<file path="src/rtl/spi_id_responder_pkg.sv">
package spi_id_responder_pkg;

    typedef enum logic [2:0] {
        ST_IDLE,
        ST_OPCODE,
        ST_ADDR,
        ST_RESPOND,
        ST_IGNORE
    } idr_state_t;

    typedef enum logic [1:0] {
        ID_NONE,
        ID_SIG,
        ID_PAIR,
        ID_JEDEC
    } id_kind_t;

    localparam logic [7:0] OP_SIG    = 8'hAB;
    localparam logic [7:0] OP_PAIR_A = 8'h90;
    localparam logic [7:0] OP_PAIR_B = 8'hEF;
    localparam logic [7:0] OP_PAIR_C = 8'hDF;
    localparam logic [7:0] OP_JEDEC  = 8'h9F;

    function automatic id_kind_t decode_opcode(input logic [7:0] op);
        id_kind_t k;
        case (op)
            OP_SIG:                          k = ID_SIG;
            OP_PAIR_A, OP_PAIR_B, OP_PAIR_C: k = ID_PAIR;
            OP_JEDEC:                        k = ID_JEDEC;
            default:                         k = ID_NONE;
        endcase
        return k;
    endfunction

    function automatic logic [1:0] id_length(input id_kind_t k);
        logic [1:0] n;
        case (k)
            ID_PAIR:  n = 2'd2;
            ID_JEDEC: n = 2'd3;
            default:  n = 2'd1;
        endcase
        return n;
    endfunction

endpackage

</file>
<file path="src/rtl/spi_pin_sync.sv">
module spi_pin_sync #(
    parameter int STAGES = 2
) (
    input  logic clk,
    input  logic rst_n,
    input  logic cs_n_pin,
    input  logic sclk_pin,
    input  logic mosi_pin,
    output logic cs_s,
    output logic mosi_s,
    output logic sclk_rise,
    output logic sclk_fall
);
    localparam int W = 3;
    localparam logic [W-1:0] IDLE_PINS = 3'b001; // {mosi, sclk, cs_n}

    logic [W-1:0] chain_q [STAGES];
    logic         sclk_prev_q;

    genvar g;
    generate
        for (g = 0; g < STAGES; g++) begin : g_stage
            if (g == 0) begin : g_first
                always_ff @(posedge clk or negedge rst_n) begin
                    if (!rst_n) chain_q[g] <= IDLE_PINS;
                    else        chain_q[g] <= {mosi_pin, sclk_pin, cs_n_pin};
                end
            end else begin : g_next
                always_ff @(posedge clk or negedge rst_n) begin
                    if (!rst_n) chain_q[g] <= IDLE_PINS;
                    else        chain_q[g] <= chain_q[g-1];
                end
            end
        end
    endgenerate

    always_ff @(posedge clk or negedge rst_n) begin
        if (!rst_n) sclk_prev_q <= 1'b0;
        else        sclk_prev_q <= chain_q[STAGES-1][1];
    end

    assign cs_s      = chain_q[STAGES-1][0];
    assign mosi_s    = chain_q[STAGES-1][2];
    assign sclk_rise =  chain_q[STAGES-1][1] & ~sclk_prev_q;
    assign sclk_fall = ~chain_q[STAGES-1][1] &  sclk_prev_q;

endmodule

</file>
<file path="src/rtl/spi_byte_rx.sv">
module spi_byte_rx #(
    parameter int BYTE_W = 8
) (
    input  logic                      clk,
    input  logic                      rst_n,
    input  logic                      clear,
    input  logic                      shift_en,
    input  logic                      bit_in,
    output logic [BYTE_W-1:0]         byte_val,
    output logic                      byte_done,
    output logic [$clog2(BYTE_W)-1:0] bit_cnt
);
    localparam int CW = $clog2(BYTE_W);
    localparam logic [CW-1:0] LAST = CW'(BYTE_W - 1);

    logic [BYTE_W-2:0] sr_q;
    logic [CW-1:0]     cnt_q;

    always_ff @(posedge clk or negedge rst_n) begin
        if (!rst_n) begin
            sr_q  <= '0;
            cnt_q <= '0;
        end else if (clear) begin
            sr_q  <= '0;
            cnt_q <= '0;
        end else if (shift_en) begin
            sr_q  <= byte_val[BYTE_W-2:0];
            cnt_q <= (cnt_q == LAST) ? '0 : cnt_q + 1'b1;
        end
    end

    assign byte_val  = {sr_q, bit_in};
    assign byte_done = shift_en && (cnt_q == LAST);
    assign bit_cnt   = cnt_q;

endmodule

</file>
<file path="src/rtl/spi_id_table.sv">
module spi_id_table
    import spi_id_responder_pkg::*;
#(
    parameter logic [7:0] MFR_ID     = 8'hC2,
    parameter logic [7:0] DEV_SIG    = 8'h17,
    parameter logic [7:0] JEDEC_TYPE = 8'h20,
    parameter logic [7:0] JEDEC_CAP  = 8'h18
) (
    input  id_kind_t   kind,
    input  logic [1:0] idx,
    input  logic       swap,
    output logic [7:0] id_byte
);
    always_comb begin
        id_byte = 8'h00;
        case (kind)
            ID_SIG:   id_byte = DEV_SIG;
            ID_PAIR:  id_byte = (idx[0] ^ swap) ? DEV_SIG : MFR_ID;
            ID_JEDEC: begin
                case (idx)
                    2'd0:    id_byte = MFR_ID;
                    2'd1:    id_byte = JEDEC_TYPE;
                    default: id_byte = JEDEC_CAP;
                endcase
            end
            default:  id_byte = 8'h00;
        endcase
    end

endmodule

</file>
<file path="src/rtl/spi_id_responder.sv">
module spi_id_responder #(
    parameter int         SYNC_STAGES = 2,
    parameter int         ADDR_BYTES  = 3,
    parameter logic [7:0] MFR_ID      = 8'hC2,
    parameter logic [7:0] DEV_SIG     = 8'h17,
    parameter logic [7:0] JEDEC_TYPE  = 8'h20,
    parameter logic [7:0] JEDEC_CAP   = 8'h18
) (
    input  logic clk,
    input  logic rst_n,
    input  logic spi_cs_n,
    input  logic spi_sclk,
    input  logic spi_mosi,
    output logic spi_miso,
    output logic spi_miso_oe
);
    import spi_id_responder_pkg::*;

    localparam int BYTE_W = 8;
    localparam int BCW    = $clog2(BYTE_W);
    localparam int ACW    = (ADDR_BYTES > 1) ? $clog2(ADDR_BYTES) : 1;
    localparam logic [ACW-1:0] ADDR_LAST = ACW'(ADDR_BYTES - 1);

    // synchronized pins and serial clock edges
    logic cs_s, mosi_s, sclk_rise, sclk_fall;

    spi_pin_sync #(.STAGES(SYNC_STAGES)) u_sync (
        .clk       (clk),
        .rst_n     (rst_n),
        .cs_n_pin  (spi_cs_n),
        .sclk_pin  (spi_sclk),
        .mosi_pin  (spi_mosi),
        .cs_s      (cs_s),
        .mosi_s    (mosi_s),
        .sclk_rise (sclk_rise),
        .sclk_fall (sclk_fall)
    );

    // input byte framing
    logic [BYTE_W-1:0] rx_byte;
    logic              rx_done;
    logic [BCW-1:0]    bit_cnt;

    spi_byte_rx #(.BYTE_W(BYTE_W)) u_rx (
        .clk       (clk),
        .rst_n     (rst_n),
        .clear     (cs_s),
        .shift_en  (sclk_rise),
        .bit_in    (mosi_s),
        .byte_val  (rx_byte),
        .byte_done (rx_done),
        .bit_cnt   (bit_cnt)
    );

    // transaction context
    idr_state_t     state_q, state_d;
    id_kind_t       kind_q;
    id_kind_t       op_kind;
    logic [ACW-1:0] addr_cnt;
    logic           addr_last;
    logic           swap_q;
    logic [1:0]     byte_idx;
    logic [1:0]     id_len;
    logic [7:0]     id_byte;

    assign op_kind   = decode_opcode(rx_byte);
    assign addr_last = (addr_cnt == ADDR_LAST);
    assign id_len    = id_length(kind_q);

    spi_id_table #(
        .MFR_ID     (MFR_ID),
        .DEV_SIG    (DEV_SIG),
        .JEDEC_TYPE (JEDEC_TYPE),
        .JEDEC_CAP  (JEDEC_CAP)
    ) u_table (
        .kind    (kind_q),
        .idx     (byte_idx),
        .swap    (swap_q),
        .id_byte (id_byte)
    );

    // next-state logic
    always_comb begin
        state_d = state_q;
        if (cs_s) begin
            state_d = ST_IDLE;
        end else begin
            unique case (state_q)
                ST_IDLE:    state_d = ST_OPCODE;
                ST_OPCODE: begin
                    if (rx_done) begin
                        case (op_kind)
                            ID_NONE:  state_d = ST_IGNORE;
                            ID_JEDEC: state_d = ST_RESPOND;
                            default:  state_d = ST_ADDR;
                        endcase
                    end
                end
                ST_ADDR:    if (rx_done && addr_last) state_d = ST_RESPOND;
                ST_RESPOND: state_d = ST_RESPOND;
                ST_IGNORE:  state_d = ST_IGNORE;
                default:    state_d = ST_IDLE;
            endcase
        end
    end

    // state register
    always_ff @(posedge clk or negedge rst_n) begin
        if (!rst_n) state_q <= ST_IDLE;
        else        state_q <= state_d;
    end

    // context registers
    always_ff @(posedge clk or negedge rst_n) begin
        if (!rst_n) begin
            kind_q   <= ID_NONE;
            addr_cnt <= '0;
            swap_q   <= 1'b0;
            byte_idx <= '0;
        end else if (cs_s) begin
            kind_q   <= ID_NONE;
            addr_cnt <= '0;
            swap_q   <= 1'b0;
            byte_idx <= '0;
        end else if (rx_done) begin
            unique case (state_q)
                ST_OPCODE: kind_q <= op_kind;
                ST_ADDR: begin
                    if (addr_last) swap_q <= mosi_s;
                    else           addr_cnt <= addr_cnt + 1'b1;
                end
                ST_RESPOND: byte_idx <= (byte_idx == id_len - 2'd1) ? 2'd0
                                                                    : byte_idx + 2'd1;
                default: ;
            endcase
        end
    end

    // output register: updated on falling serial clock only
    always_ff @(posedge clk or negedge rst_n) begin
        if (!rst_n) begin
            spi_miso    <= 1'b0;
            spi_miso_oe <= 1'b0;
        end else if (cs_s) begin
            spi_miso    <= 1'b0;
            spi_miso_oe <= 1'b0;
        end else if (sclk_fall && state_q == ST_RESPOND) begin
            spi_miso    <= id_byte[BCW'(BYTE_W - 1) - bit_cnt];
            spi_miso_oe <= 1'b1;
        end
    end

endmodule

</file>
<file path="config.mk">
export PLATFORM = sky130hd
export DESIGN_NAME = spi_id_responder
export DESIGN_NICKNAME = d
export VERILOG_FILES = /design/src/rtl/spi_id_responder_pkg.sv /design/src/rtl/spi_pin_sync.sv /design/src/rtl/spi_byte_rx.sv /design/src/rtl/spi_id_table.sv /design/src/rtl/spi_id_responder.sv
export SDC_FILE = /design/constraint.sdc
export NUM_CORES = 1
export LEC_CHECK = 0
export ABC_AREA = 1
export BUFFER_PORTS_ARGS = -buffer_cell sky130_fd_sc_hd__buf_4
export CAP_MARGIN = 10
export CORE_UTILIZATION = 55
export CTS_BUF_LIST = sky130_fd_sc_hd__clkbuf_4 sky130_fd_sc_hd__clkbuf_8
export CTS_CLUSTER_SIZE = 8
export DETAILED_ROUTE_END_ITERATION = 8
export PLACE_DENSITY = 0.75
export SLEW_MARGIN = 20
export SYNTH_ARGS = -nofsm -noshare
export SYNTH_HDL_FRONTEND = slang
export SYNTH_SLANG_ARGS = --single-unit
</file>
<file path="constraint.sdc">
create_clock -name clk -period 1.3 [get_ports clk]
set_input_delay 0.065 -clock clk [delete_from_list [all_inputs] [get_ports clk]]
set_output_delay 0.065 -clock clk [all_outputs]
set_load 0.01 [all_outputs]
</file>
==> impl_metrics.tcl, run 1 <==
set metrics [dict create \
    power.density_nw_per_um2 983 \
    final_util_pct 76.7 \
    grt_usage_pct 26.0 \
    violations "setup timing" \
    io_buffers 6 \
    grt_pass1_vias 1321 \
    avgViaCountPerCell 5.44 \
    clock_sinks 29 \
    die_h_um 55.0 \
    clkPwrFrac_pct 32.4 \
    start_util_pct 60.3 \
    die_area_um2 3030 \
    critPathLaunchType "flip-flop" \
    synth_edf_count 0 \
    num_io_pins 7 \
    grt_pass1_wl_mm 5.42 \
    critPathRequiredTime_ps 1560 \
    synth_top_cell_by_area "dfrtp_1" \
    leakagePower_nw 0.929 \
    switchingPower_uw 574 \
    tightestPinTransition_ps 360 \
    ys_types 26 \
    synth_top_area_share_pct 43.7 \
    fillerInstances 171 \
    syn2layout_area_growth_pct 27.2 \
    clock.fmax_mhz 651 \
    fin_nets 234 \
    crit_fanout 4 \
    synth_area_um2 1550 \
    status "finished with violations" \
    cap_violations 0 \
    finalCritPeriodShare_pct 118 \
    synth_nets 208 \
    synthTopCellsByCount "nand2_1, dfrtp_1, inv_1" \
    setup_viol 10 \
    path_clk_slew_ps 90 \
    endpoint_kind "flip-flop" \
    ys.flop_type "dfrtp_1" \
    peakVddDrop_mv 0.917 \
    slew_headroom_pct 76.0 \
    clock_skew_ps 8.83 \
    pwr-share-seq_pct 52.2 \
    place_hpwl_mm 2.28 \
    ys_ff_latch 29 \
    yosysMostFrequentCell "nand2_1" \
    post-route-drc-count 0 \
    synthArstFlopShare_pct 100 \
    antenna_found_initial 0 \
    core_um2 2570 \
    routed_wl_mm 3.54 \
    drive_gt1_share_pct 29.0 \
    finalWorstPathRequiredPeriod_ps 1540 \
    wire_per_inst_um 13.9 \
    p_total_mw 1.94 \
    maxSlewViolCount 0 \
    holdCritPathClass "in2async" \
    cts_buffers 5 \
    grt_overflow_total 0 \
    criticalPathCategory "reg2reg" \
    yosysSeqAreaShare_pct 47.0 \
    die_w_um 55.0 \
    cts_root_buffer "clkbuf_4" \
    htreeDepth 2 \
    vias 1382 \
    setup_tns_ps -1400 \
    drtAntennaViolNets 0 \
    p_sw_share_pct 29.7 \
    syn-instance-count 197 \
    synth_warnings 0 \
    fp-row-count 18 \
    arrival_ps 1800 \
    clockBufferDepth 2 \
    synth_top_cells_by_area "dfrtp_1, nand2_1, nand3_1" \
    diodes 0 \
    drt-pass1-iter-count 4 \
    p_int_mw 1.36 \
    clkLatencyLatePin_ps 330 \
    tritoncts "yes" \
    drt-initial-drc-count 37 \
    fin_ws_ps -236 \
    comb_power_share_pct 15.4 \
    place.gp.congestion 0.831 \
    grt_max_degree 30 \
    rsz0062_at_grt "yes" \
    avgSynthCellArea_um2 7.86 \
    hold_viol_final 0 \
]
==> cell type report <==
type                    count  area (um^2)  share of cell area (%)
repair buffers             21          171                    8.71
flip-flops and latches     29          728                    37.0
well taps                  30         37.5                    1.91
clock inverters             1         5.00                   0.254
multi-input cells         138          848                    43.1
clock buffers               7         65.1                    3.31
inverters                  28          113                    5.72
==> worst paths after layout <==
| path | start | end | slack, ps | cells past startpoint |
|---|---|---|---|---|
| worst max-delay path | u_rx.bit_cnt[0] | byte_idx[1] | -240 | 10 |
| worst max register to register | u_rx.bit_cnt[0] | byte_idx[1] | -240 | 10 |
| min in group clk | u_sync.chain_q[3] | u_sync.cs_s | 360 | 0 |
| max in group asynchronous | rst_n | u_sync.chain_q[3] | 800 | 2 |
| worst min-delay path | rst_n | u_rx.sr_q[2] | 180 | 2 |
| worst min register to register | u_sync.chain_q[3] | u_sync.cs_s | 360 | 0 |
==> placed cells by master, fill, tap and decap left out, types with 2 or more instances in the layout <==
| master | instances |
|---|---|
| dfstp_2 | 2 |
| inv_4 | 3 |
| nand3_2 | 4 |
| nand3_1 | 14 |
| nor2_1 | 17 |
| nand3_4 | 2 |
| o22ai_1 | 2 |
| o21ai_1 | 2 |
| buf_4 | 16 |
| inv_2 | 6 |
| dlygate4sd3_1 | 4 |
| nor2_4 | 4 |
| a21oi_1 | 8 |
| nand2_2 | 5 |
| nand4_1 | 3 |
| clkbuf_8 | 2 |
| clkbuf_4 | 5 |
| o21ai_0 | 8 |
| a21oi_2 | 4 |
| ha_4 | 4 |
| nand2_1 | 48 |
| dfrtp_1 | 27 |
| inv_1 | 19 |
==> critical path: stages (launching register included) <==
cell and delay, ps:
dfrtp_1 380, ha_2 200, ha_4 140, inv_4 50
nor2_8 110, buf_4 130, buf_6 100, nand2_2 70
inv_2 70, nand3_2 80, a21oi_2 140
==> metrics by stage <==
step                      hold WS (ps)  cells  cell area, um^2  setup slack [ps]
after floorplan                   -231    197             1560             -27.5
after global placement           -2.72    235             1660             -69.3
after detailed placement          2.00    235             1660              -172
after CTS                          189    249             1830              -180
after global routing               246    254             1970              -286
final                              183    254             1970              -236
==> power by group through the flow <==
stage / Sequential (mW) / Combinational (mW) / Clock, mW
2_1_floorplan: 1.01 / 0.152 / 0
3_3_place_gp: 1.02 / 0.211 / 0
3_5_place_dp: 1.02 / 0.225 / 0
4_1_cts: 1.00 / 0.250 / 0.640
5_1_grt: 1.02 / 0.329 / 0.668
6_report: 1.01 / 0.298 / 0.626
==> layer usage <==
layer	track usage, %	share of wire (%)	vias to the layer above
li1	-	-	687
met1	30.5	43	661
met2	45.2	50	27
met3	6.83	4.4	7
met4	9.58	1.8	0
met5	0	0	-
==> logic make-up after synthesis <==
group | after synthesis | synth area share, %
xor+xnor | 1 | 0.566
simple gates | 104 | 30.7
fa+ha+maj | 6 | 4.85
flops | 29 | 47.0
compound gates | 27 | 9.22
buf+inv | 30 | 7.60
==> flip-flops by register name, indices dropped and copies added, names as in the netlist <==
signal,flops
u_rx.sr_q,7
u_sync.chain_q,4
state_q,3
u_rx.bit_cnt,3
addr_cnt,2
byte_idx,2
kind_q,2
spi_miso,1
spi_miso_oe,1
swap_q,1
u_sync.cs_s,1
u_sync.mosi_s,1
u_sync.sclk_prev_q,1
==> timing repair <==
item | 4_1_cts | 5_1_grt
setup endpoints to repair | 11 | 12
endpoints found under the hold margin | 32 | 0
resized for setup | 10 | 27
buffers inserted | 2 | 5
pin swaps | 6 | 10
hold buffers | 4 | 0
(Power assumes the default switching activity.)
==> run 2, diff against run 1 <==
- CAP_MARGIN: 10 -> default
- CELL_PAD_IN_SITES_DETAIL_PLACEMENT: default -> 0
- CELL_PAD_IN_SITES_GLOBAL_PLACEMENT: default -> 1
- CORE_UTILIZATION: 55 -> 40
- CTS_BUF_LIST: sky130_fd_sc_hd__clkbuf_4 sky130_fd_sc_hd__clkbuf_8 -> default
- PLACE_DENSITY: 0.75 -> default
- PLACE_DENSITY_LB_ADDON: default -> 0.1
==> run 2 against run 1 <==
Effect of this change:
- the flow still finishes with violations (setup timing)
- cell count increased by 7.5%
- wire length decreased by 5.6%
- register-to-register slack improved by 50 ps
- largest cell class unchanged
==> impl_metrics.tcl, run 2 (synthesis gave the netlist of run 1 again) <==
set metrics [dict create \
    status "finished with violations" \
    violations "setup timing" \
    die_w_um 64.2 \
    finalWorstPathRequiredPeriod_ps 1480 \
    clock_sinks 29 \
    tritoncts "yes" \
    endpoint_kind "flip-flop" \
    grt_usage_pct 18.6 \
    num_io_pins 7 \
    place_hpwl_mm 2.33 \
    top_regs "u_rx.sr_q (7), u_sync.chain_q (4)" \
    crit_slowest_cell "dfrtp_1" \
    clock_skew_ps 8.54 \
    core_um2 3690 \
    postPlaceCellArea_um2 1690 \
    grt_overflow_total 0 \
    cts_root_buffer "clkbuf_8" \
    slew_headroom_pct 75.7 \
    tightestPinTransition_ps 365 \
    hold_ws_ps 237 \
    grt_pass1_vias 1225 \
    power.density_nw_per_um2 1190 \
    setup_viol 9 \
    largest_register "u_rx.sr_q" \
    critPathRequiredTime_ps 1460 \
    criticalPathCategory "reg2reg" \
    path_cells "ha_2, ha_4, inv_4, nor2_8, inv_4, nor2_4, buf_4, buf_6, a21oi_2, nor3_1" \
    fillerInstances 361 \
    finalCritPeriodShare_pct 114 \
    routed_wl_mm 3.34 \
    drt-pass1-iter-count 4 \
    clkLatencyLatePin_ps 280 \
    avgViaCountPerCell 4.87 \
    crit_fanout 4 \
    post-route-drc-count 0 \
    drt-initial-drc-count 82 \
    die_area_um2 4120 \
    maxSlewViolCount 0 \
    peakVddDrop_mv 0.694 \
    layout_commonest_cell "nand2_1" \
    largest_reg_flops 7 \
    wire_per_inst_um 12.2 \
    final_cell_mix "nand2_1, dfrtp_1, inv_1" \
    cp_top_family "flip-flops" \
    drive_gt1_share_pct 26.7 \
    cts_buffers 5 \
    cap_violations 0 \
    grt_max_degree 30 \
    htreeDepth 2 \
    diodes 0 \
    path_clk_slew_ps 70 \
    leakagePower_nw 0.947 \
    die_h_um 64.2 \
    grt_pass1_wl_mm 5.62 \
    crit_path_frequent_cell "inv_4" \
    rsz0062_at_grt "yes" \
    fin_ws_ps -182 \
    holdCritPathClass "in2async" \
    vias 1330 \
    critPathLaunchType "flip-flop" \
    place.gp.congestion 0.794 \
    syn2layout_area_growth_pct 29.1 \
    clock.fmax_mhz 675 \
    fin_nets 235 \
    path_buf_inv 4 \
    clockBufferDepth 2 \
    io_buffers 6 \
    stdcell_area_um2 2000 \
    antenna_found_initial 0 \
    start_util_pct 42.0 \
    fp-row-count 22 \
    hold_viol_final 0 \
    drtAntennaViolNets 0 \
    critical-path-max-stage-delay_ps 390 \
    arrival_ps 1640 \
]
-- run 2: metrics by stage --
stage / total power [mW] / worst slack, ps / util, % / setup TNS, ps / std cells
finish: 2.37 / -182 / 54.2 / -944 / 273
global route: 2.48 / -247 / 54.2 / -1790 / 273
CTS: 2.37 / -158 / 51.4 / -405 / 267
detailed placement: 1.24 / -135 / 45.9 / -556 / 254
global placement: 1.23 / -78.9 / 45.9 / -314 / 254
floorplan: 1.16 / -27.5 / - / -42.1 / 197
-- run 2: what timing repair did --
action / in CTS / in global routing
hold buffers: 4 / 0
hold endpoints to repair: 30 / 0
buffers inserted: 1 / 6
resized for setup: 5 / 21
pin swaps: 3 / 10
setup endpoints to repair: 10 / 12
-- run 2: power breakdown --
group,switching [mW],total (mW),leakage [nW],internal (mW)
combinational,0.158,0.247,0.497,0.0894
clock,0.355,1.12,0.0681,0.761
sequential,0.0588,1.01,0.382,0.951
total,0.571,2.37,0.947,1.80
-- run 2: metal layers --
metal | routed length [um] | global-route usage, %
met2 | 1610 | 31.4
met1 | 1600 | 22.1
met3 | 79 | 4.29
met5 | 0 | 0
met4 | 51 | 9.17
-- run 2: final timing paths --
| path | from | endpoint | slack (ps) | cells past startpoint |
|---|---|---|---|---|
| worst max-delay path | u_rx.bit_cnt[1] | addr_cnt[0] | -180 | 10 |
| worst min-delay path | rst_n | u_rx.sr_q[5] | 240 | 2 |
| worst max register to register | u_rx.bit_cnt[1] | addr_cnt[0] | -180 | 10 |
| worst min register to register | u_sync.chain_q[3] | u_sync.cs_s | 360 | 0 |
| max in group asynchronous | rst_n | u_sync.cs_s | 750 | 2 |
| min in group clk | u_sync.chain_q[3] | u_sync.cs_s | 360 | 0 |
-- run 2: layout make-up --
class | instances | area, um^2 | share of cell area, %
Clock buffer | 5 | 68.8 | 3.44
Clock inverter | 3 | 65.1 | 3.26
Inverter | 28 | 113 | 5.64
Multi-Input combinational cell | 138 | 783 | 39.2
Sequential cell | 29 | 729 | 36.5
Tap cell | 48 | 60.1 | 3.01
Timing Repair Buffer | 22 | 179 | 8.95
==> run 3, diff against run 2 <==
- CELL_PAD_IN_SITES_DETAIL_PLACEMENT: 0 -> 1
- CELL_PAD_IN_SITES_GLOBAL_PLACEMENT: 1 -> 2
- CORE_ASPECT_RATIO: default -> 2
- CORE_UTILIZATION: 40 -> 32
==> run 3 against run 2 <==
Effect of this change:
- the run still ends with setup timing left
- count of clock-buffer cells in the layout rose by 3
- sequential power barely moved
- cell area rose by 2.0%
- clock skew fell by 2.2 ps
- core utilization fell by 10 points
- register-to-register slack improved by 60 ps
- critical path depth fell by 1
- power fell by 15%
- clock power fell by 32%
- first-iteration DRC count fell by 70%
- combinational power rose by 2%
- global-route usage rose by 0.75 points
- critical endpoint is now addr_cnt[1]
- largest cell class unchanged
==> impl_metrics.tcl, run 3 (synthesis gave the netlist of run 1 again) <==
set metrics [dict create \
    status "finished with violations" \
    violations "setup timing" \
    switchingPower_uw 552 \
    dp_cells 263 \
    setup_viol 6 \
    routed_wl_mm 4.22 \
    fin_nets 237 \
    grt_max_degree 30 \
    post-route-drc-count 0 \
    die_h_um 100 \
    crit_fanout 4 \
    grt_usage_pct 19.3 \
    finalCritPeriodShare_pct 110 \
    reg2reg_slack_ps -130 \
    final_cell_mix "nand2_1, dfrtp_1, buf_4" \
    wire_per_inst_um 15.0 \
    drt-initial-drc-count 25 \
    holdCritPathClass "in2async" \
    timing.rr.end "addr_cnt[1]" \
    maxSlewViolCount 0 \
    drtAntennaViolNets 0 \
    hold_viol_final 0 \
    core_um2 4640 \
    critPathRequiredTime_ps 1510 \
    die_w_um 51.2 \
    finalWorstPathRequiredPeriod_ps 1430 \
    fin_ws_ps -125 \
    place_hpwl_mm 3.17 \
    antenna_found_initial 0 \
    layout_commonest_cell "nand2_1" \
    top_regs "u_rx.sr_q (7), u_sync.chain_q (4)" \
    criticalPathCategory "reg2reg" \
    p_sw_share_pct 27.4 \
    cap_violations 0 \
    reg2regPathDepth 9 \
    drive_gt1_share_pct 30.8 \
    num_io_pins 7 \
    setup_tns_ps -390 \
    drt-pass1-iter-count 5 \
    cts_root_buffer "clkbuf_8" \
    instances_no_fill 282 \
    arrival_ps 1630 \
    clkPwrFrac_pct 37.5 \
    largest_register "u_rx.sr_q" \
    clockBufferDepth 2 \
    die_area_um2 5140 \
    grt_pass1_wl_mm 7.25 \
    htreeDepth 2 \
    leakagePower_nw 0.931 \
    rsz0062_at_grt "yes" \
    slew_headroom_pct 74.0 \
    tightestPinTransition_ps 390 \
    power.density_nw_per_um2 989 \
    path_clk_slew_ps 60 \
    io_buffers 6 \
    r2r_start "u_rx.bit_cnt[0]" \
    clkLatencyLatePin_ps 280 \
    peakVddDrop_mv 0.785 \
    clock.fmax_mhz 702 \
    endpoint_kind "flip-flop" \
    avgViaCountPerCell 4.96 \
    p_int_mw 1.46 \
    vias 1398 \
    comb_power_share_pct 12.4 \
    fp-row-count 35 \
    place.gp.congestion 0.719 \
    diodes 0 \
    syn2layout_area_growth_pct 31.7 \
    largest_reg_flops 7 \
    startpoint "u_rx.bit_cnt[0]" \
    pwr-share-seq_pct 50.1 \
    cts_buffers 5 \
    dp_slack_ps -126 \
    grt_overflow_total 0 \
    clock_skew_ps 6.36 \
    tritoncts "yes" \
    critPathLaunchType "flip-flop" \
    clock_sinks 29 \
    grt_pass1_vias 1565 \
    start_util_pct 33.3 \
]
-- run 3: cell types whose count changed in the layout (fill, tap and decap cells not counted), sizes merged --
cell / previous run / this run
buf: 18 / 20
bufinv: 2 / 0
clkbuf: 5 / 8
clkinv: 1 / 0
clkinvlp: 0 / 1
inv: 28 / 27
-- run 3: layout make-up --
type                    instances  area [um^2]
fillers                       579         2600
clock buffers                   8         90.1
inverters                      28          116
well taps                      55         68.8
repair buffers                 24          198
flip-flops and latches         29          729
multi-input cells             138          836
-- run 3: worst max-delay path by stage --
| stage | endpoint | slack (ps) | depth (start not counted) |
|---|---|---|---|
| CTS | addr_cnt[1] | -120 | 9 |
| global placement | state_q[1] | -80 | 10 |
| finish | addr_cnt[1] | -130 | 9 |
| detailed placement | addr_cnt[1] | -130 | 9 |
| floorplan | addr_cnt[1] | -30 | 9 |
| global route | addr_cnt[1] | -230 | 9 |
-- run 3: power by group through the flow --
stage          registers [mW]  logic [mW]  clock network (mW)
3_5_place_dp             1.02       0.231                   0
6_report                 1.01       0.251               0.756
3_3_place_gp             1.02       0.227                   0
2_1_floorplan            1.01       0.152                   0
4_1_cts                  1.00       0.244               0.789
5_1_grt                  1.02       0.283               0.817
-- run 3: metal layers --
| layer | vias up | GRT usage (%) | wire length, um |
|---|---|---|---|
| met1 | 696 | 20.1 | 1560 |
| met5 | - | 0 | 0 |
| met2 | 10 | 36.6 | 2540 |
| met3 | 6 | 2.73 | 52 |
| met4 | 0 | 8.33 | 66 |
| li1 | 686 | - | - |
-- run 3: stage by stage --
| step | utilization, % | hold slack, ps | instance area, um^2 | power (mW) |
|---|---|---|---|---|
| after global placement | 37.0 | 10.6 | 1720 | 1.24 |
| after global routing | 43.9 | 299 | 2040 | 2.12 |
| after detailed placement | 37.0 | 16.0 | 1720 | 1.25 |
| final | 43.9 | 257 | 2040 | 2.02 |
| after floorplan | - | -231 | 1560 | 1.16 |
| after CTS | 41.0 | 262 | 1900 | 2.04 |
-- run 3: repair_timing --
item	in CTS	in global routing
setup buffers	3	4
setup endpoints to repair	11	15
hold buffers	4	0
gates resized for setup	15	25
hold endpoints to repair	30	0
pin swaps	3	13
-- run 3: critical path: stages (launching register included) --
cell and delay, ps:
dfrtp_1 350, ha_2 190, ha_4 130, inv_4 40, nor2_8 110, inv_4 50, nor2_4 90, nand2_2 70
or2_0 210, a21oi_1 120
